==> src/rtl/rf_pkg.sv <==
package rf_pkg;
  typedef enum logic {
    RD_STORED = 1'b0,
    RD_FORWARD = 1'b1
  } rd_mode_e;
endpackage

==> src/rtl/rf_wr_decode.sv <==
module rf_wr_decode #(
  parameter int IDX_W = 5,
  localparam int NREG = 1 << IDX_W
) (
  input  logic             wr_en,
  input  logic [IDX_W-1:0] wr_idx,
  output logic [NREG-1:0]  wr_sel
);
  // slot 0 has no storage and is never selected
  assign wr_sel[0] = 1'b0;
  for (genvar i = 1; i < NREG; i++) begin : g_sel
    assign wr_sel[i] = wr_en && (wr_idx == IDX_W'(i));
  end
endmodule

==> src/rtl/rf_read_port.sv <==
module rf_read_port
  import rf_pkg::*;
#(
  parameter int DATA_W = 32,
  parameter int IDX_W = 5,
  parameter rd_mode_e MODE = RD_STORED,
  localparam int NREG = 1 << IDX_W
) (
  input  logic [DATA_W-1:0] regs [NREG],
  input  logic [IDX_W-1:0]  rd_idx,
  input  logic              wr_en,
  input  logic [IDX_W-1:0]  wr_idx,
  input  logic [DATA_W-1:0] wr_val,
  output logic [DATA_W-1:0] rd_val
);
  logic hit;

  if (MODE == RD_FORWARD) begin : g_fwd
    assign hit = wr_en && (wr_idx == rd_idx);
  end else begin : g_nofwd
    logic unused_fwd;
    assign unused_fwd = wr_en ^ (^wr_idx) ^ (^wr_val);
    assign hit = 1'b0;
  end

  always_comb begin
    if (rd_idx == '0)
      rd_val = '0;
    else if (hit)
      rd_val = wr_val;
    else
      rd_val = regs[rd_idx];
  end
endmodule

==> src/rtl/regfile_3p.sv <==
module regfile_3p
  import rf_pkg::*;
#(
  parameter int DATA_W = 32,
  parameter int IDX_W = 5,
  parameter bit FWD_EN = 1'b0
) (
  input  logic              clk,
  input  logic              rst,
  input  logic              wr_en,
  input  logic [IDX_W-1:0]  wr_idx,
  input  logic [DATA_W-1:0] wr_val,
  input  logic [IDX_W-1:0]  rd_idx_a,
  output logic [DATA_W-1:0] rd_val_a,
  input  logic [IDX_W-1:0]  rd_idx_b,
  output logic [DATA_W-1:0] rd_val_b
);
  localparam int NREG = 1 << IDX_W;
  localparam rd_mode_e MODE = FWD_EN ? RD_FORWARD : RD_STORED;

  logic [NREG-1:0]   wr_sel;
  logic [DATA_W-1:0] regs [NREG];

  rf_wr_decode #(.IDX_W(IDX_W)) u_dec (
    .wr_en (wr_en),
    .wr_idx(wr_idx),
    .wr_sel(wr_sel)
  );

  // index 0 is a constant, no flop behind it
  assign regs[0] = '0;

  for (genvar i = 1; i < NREG; i++) begin : g_reg
    always_ff @(posedge clk) begin
      if (rst)
        regs[i] <= '0;
      else if (wr_sel[i])
        regs[i] <= wr_val;
    end
  end

  rf_read_port #(.DATA_W(DATA_W), .IDX_W(IDX_W), .MODE(MODE)) u_rd_a (
    .regs  (regs),
    .rd_idx(rd_idx_a),
    .wr_en (wr_en),
    .wr_idx(wr_idx),
    .wr_val(wr_val),
    .rd_val(rd_val_a)
  );

  rf_read_port #(.DATA_W(DATA_W), .IDX_W(IDX_W), .MODE(MODE)) u_rd_b (
    .regs  (regs),
    .rd_idx(rd_idx_b),
    .wr_en (wr_en),
    .wr_idx(wr_idx),
    .wr_val(wr_val),
    .rd_val(rd_val_b)
  );
endmodule

==> config.mk <==
export PLATFORM = sky130hd
export DESIGN_NAME = regfile_3p
export DESIGN_NICKNAME = d
export VERILOG_FILES = /design/src/rtl/rf_pkg.sv /design/src/rtl/rf_wr_decode.sv /design/src/rtl/rf_read_port.sv /design/src/rtl/regfile_3p.sv
export SDC_FILE = /design/constraint.sdc
export NUM_CORES = 2
export LEC_CHECK = 0
export BUFFER_PORTS_ARGS = -buffer_cell sky130_fd_sc_hd__buf_4
export CORE_ASPECT_RATIO = 2
export CORE_UTILIZATION = 31
export DETAILED_ROUTE_END_ITERATION = 8
export GPL_ROUTABILITY_DRIVEN = 0
export PLACE_DENSITY = 0.47
export SYNTH_ARGS = -nofsm -noshare
export SYNTH_HDL_FRONTEND = slang
export SYNTH_SLANG_ARGS = --single-unit
==> constraint.sdc <==
create_clock -name clk -period 1.8 [get_ports clk]
set_input_delay 0.18 -clock clk [delete_from_list [all_inputs] [get_ports clk]]
set_output_delay 0.18 -clock clk [all_outputs]
set_load 0.005 [all_outputs]
==> results.tsv <==
stage	metric	value	unit
global_route	grt_pass1_vias	48733	
timing	report.final.slew_viol_count	0	
floorplan	fp.dieArea	0.168	mm²
finish	final_design_area_no_fill	0.0645	mm²
timing	tns	-40.67	ns
floorplan	core_area	0.165	mm²
finish	layout_net_count	6609	
clocking	clk-insertion-delay-late	0.70	ns
yosys	synth.cell_area	0.0515	mm²
yosys	syn_avg_cell_area	8.15	µm²
timing	hold_viol_final	0	
place	worst_case_setup_slack_after_placement	-0.710	ns
clocking	cts_inserted_buffers	94	
pwr	power_switching_share	27.0	%
finish	instances_no_fill	8761	
timing	timing.final.ws_setup	-0.822	ns
pwr	share_clk_of_total_power	42.9	%
drt	drcViolationCount	0	
clocking	clk_pin_slew_worst_paths	0.06	ns
drt	dr.pass1.iters	5	
timing	timing.clock.skew	0	ns
yosys	yosys.area_share.xor_xnor	0	%
global_route	grt.overflow.total	0	
yosys	synth_compound_gate_area_share	17.7	%
critical_path	cp_data_required_time	1.62	ns
pwr	p_switching	13.6	mW
yosys	mappedNetlistNets	6371	
yosys	synth_top_area_cell	sky130_fd_sc_hd__dfxtp_1	
timing	timing.final.setup_violations	64	
finish	largest_register_ffs	992	
timing	fin_crit	2.62	ns
floorplan	boundaryPins	114	
worst_hold_path	worst_hold_path_type	in -> reg	
clocking	cts-root-buf	sky130_fd_sc_hd__clkbuf_16	
timing	relSlewSlack	62.1	%
pwr	max-vdd-ir-drop	653	µV
pwr	leakagePower	23.2	nW
drt	post_drt_wl_per_cell	27.6	µm
yosys	synthMostInstantiatedCell	sky130_fd_sc_hd__nand2_1	
drt	first_iter_violations	4696	
yosys	seq_area_frac_synth	38.6	%
place	dp_hpwl	160000	µm
critical_path	criticalPathCategory	reg -> out	
global_route	grt_usage	28.0	%
yosys	synth_enable_flop_cells	0	
clocking	cts_max_path_buffers	3	
yosys	yosys.area.top_type_share	38.6	%
place	io_buf_count	113	
yosys	netlist_top_cells_area	sky130_fd_sc_hd__dfxtp_1 (39%), sky130_fd_sc_hd__nand2_1 (15%), sky130_fd_sc_hd__mux2i_1 (11%), sky130_fd_sc_hd__a21oi_1 (10%), sky130_fd_sc_hd__mux4_2 (6.2%)	
outcome	violations_in_the_final_reports	setup timing	
outcome	status	finished, violations left	
pwr	total_power	50.5	mW
drt	avg_vias_per_cell	5.67	
clocking	clock_tree_from_tritoncts	done	
drt	postRouteWirelength	241000	µm
floorplan	die_width	290	µm
drt	count_of_nets_left_with_antenna_violations_after_detail_routing	0	
place	place.detailed.instances	8559	
run	max_cap_violations	0	
timing	tightest_slew	0.554	ns
critical_path	arrival_worst_endpoint	2.44	ns
yosys	post_synth_num_cell_types	60	
finish	registers_with_the_most_flip_flops	regs x992	
yosys	synth_top_cells_by_count	sky130_fd_sc_hd__nand2_1 (2,090), sky130_fd_sc_hd__a21oi_1 (1,067), sky130_fd_sc_hd__dfxtp_1 (992), sky130_fd_sc_hd__mux2i_1 (568), sky130_fd_sc_hd__clkbuf_1 (325)	
global_route	grt_antenna_before_repair	2	
pwr	cell_internal_pwr	36.8	mW
critical_path	crit_path_start_kind	register	
timing	whs	0.0769	ns
yosys	post_synth_fa_ha_maj_area_fraction	0	%
yosys	synthFlopType	sky130_fd_sc_hd__dfxtp_1	
timing	final_cycle_share	146	%
timing	setup_repair_after_global_routing_missed_its_margin	true	
pwr	p_per_area	783	mW/mm²
critical_path	crit_path_max_fanout	2	
pwr	combPwrFrac	13.1	%
finish	drive_above_1_share	23.0	%
clocking	clock_sinks	992	
global_route	pin_count_of_the_biggest_net_entering_global_routing	116	
finish	area_overhead_of_the_layout_relative_to_synthesis	25.2	%
finish	postLayoutCoreUtil	39.1	%
drt	vias	49710	
yosys	synth_simple_gate_area_share	17.9	%
yosys	netlist_instances	6321	
place	detailed_place.area	0.0593	mm²
yosys	dominant_combinational_cell_family_by_area_after_synthesis	multiplexers	
critical_path	crit_path_end_kind	output port	
yosys	yosys_warnings	0	
timing	max_freq	381	MHz
yosys	asyncSetResetFlopFracSynth	0	%
clocking	cts.htree.levels	3	
global_route	grt_first_pass_wirelength	346000	µm
floorplan	row_count	211	
floorplan	fp.dieH	578	µm
yosys	synth.ff_latch_count	992	
floorplan	start_util	31.2	%
pwr	power.sequential.fraction	44.0	%
yosys	post_synthesis_mux_area_share	19.6	%
finish	largest_register	regs	
[path summary, 6_finish.rpt]
path / from / to / slack [ns] / cells past startpoint
worst min-delay path: wr_idx[1] / regs[610]$_SDFFE_PP0P_ / 0.08 / 5
worst max-delay path: regs[650]$_SDFFE_PP0P_ / rd_val_b[10] / -0.82 / 5
worst max register to register: regs[719]$_SDFFE_PP0P_ / regs[719]$_SDFFE_PP0P_ / 0.66 / 3
worst min register to register: regs[662]$_SDFFE_PP0P_ / regs[662]$_SDFFE_PP0P_ / 0.46 / 2
[timing repair]
| item | in CTS | in global routing |
|---|---|---|
| cloned | 0 | 0 |
| hold buffers | 34 | 0 |
| pin swaps | 105 | 45 |
| hold endpoints to repair | 992 | 0 |
| setup buffers | 3 | 0 |
| gates resized for setup | 327 | 82 |
| setup endpoints to repair | 64 | 64 |
[power by group through the flow]
stage	registers [mW]	logic [mW]	clock network [mW]
2_1_floorplan	22.7	3.08	0
3_3_place_gp	22.7	6.14	0
3_5_place_dp	22.7	6.15	0
4_1_cts	22.2	6.49	22.0
5_1_grt	22.2	6.84	22.7
6_report	22.2	6.59	21.6
[logic make-up (layout without fill, tap and decap cells)]
family,after synthesis,after routing
AND/OR/NAND/NOR,2332,2332
AO/OA/AOI/OAI,1526,1526
flip-flops,992,992
multiplexers,815,815
buffers and inverters,656,963
other,0,3
[layer usage]
layer / wire, µm / global-route usage (%) / vias to the layer above
li1: - / - / 22426
met2: 121000 / 49.8 / 2103
met5: 13 / 0 / -
met3: 14400 / 3.55 / 695
met1: 91000 / 31.9 / 24484
met4: 15100 / 16.6 / 2
[cell usage in the layout (no fill, tap or decap), types with 14 or more instances in the layout]
cell type,synthesis,layout
sky130_fd_sc_hd__a211o_1,46,29
sky130_fd_sc_hd__a211o_4,0,16
sky130_fd_sc_hd__a211oi_1,20,15
sky130_fd_sc_hd__a21oi_1,1067,1067
sky130_fd_sc_hd__a221o_1,52,52
sky130_fd_sc_hd__a221oi_1,64,52
sky130_fd_sc_hd__a22oi_1,134,134
sky130_fd_sc_hd__a2bb2oi_1,31,31
sky130_fd_sc_hd__and2_2,0,17
sky130_fd_sc_hd__buf_12,3,186
sky130_fd_sc_hd__buf_4,65,495
sky130_fd_sc_hd__buf_6,31,76
sky130_fd_sc_hd__clkbuf_1,325,15
sky130_fd_sc_hd__clkbuf_16,0,97
sky130_fd_sc_hd__clkbuf_8,0,20
sky130_fd_sc_hd__clkinv_2,0,14
sky130_fd_sc_hd__dfxtp_1,992,857
sky130_fd_sc_hd__dfxtp_2,0,134
sky130_fd_sc_hd__dlygate4sd3_1,0,34
sky130_fd_sc_hd__mux2_2,98,96
sky130_fd_sc_hd__mux2i_1,568,538
sky130_fd_sc_hd__mux2i_4,0,17
sky130_fd_sc_hd__mux4_2,141,141
sky130_fd_sc_hd__nand2_1,2090,2040
sky130_fd_sc_hd__nand2_2,0,50
sky130_fd_sc_hd__nand3_1,116,81
sky130_fd_sc_hd__nand3_2,0,18
sky130_fd_sc_hd__nand3_4,0,17
sky130_fd_sc_hd__nor2_4,1,15
sky130_fd_sc_hd__o211ai_1,29,29
sky130_fd_sc_hd__o22ai_1,43,39
[worst max-delay path, stage by stage (launching register included)]
cell,delay (ns)
sky130_fd_sc_hd__dfxtp_2,0.33
sky130_fd_sc_hd__mux4_2,0.50
sky130_fd_sc_hd__mux2i_4,0.22
sky130_fd_sc_hd__a211oi_2,0.13
sky130_fd_sc_hd__a311o_1,0.39
sky130_fd_sc_hd__buf_4,0.17
[layout make-up]
class / instances / area [µm²]
Fill cell: 16470 / 101000
Inverter: 1 / 3.75
Clock buffer: 132 / 2760
Multi-Input combinational cell: 4673 / 29800
Tap cell: 2130 / 2670
Timing Repair Buffer: 797 / 8730
Sequential cell: 992 / 20000
Clock inverter: 33 / 443
Antenna cell: 3 / 7.51
No activity file was read; power rests on OpenSTA's default activity.
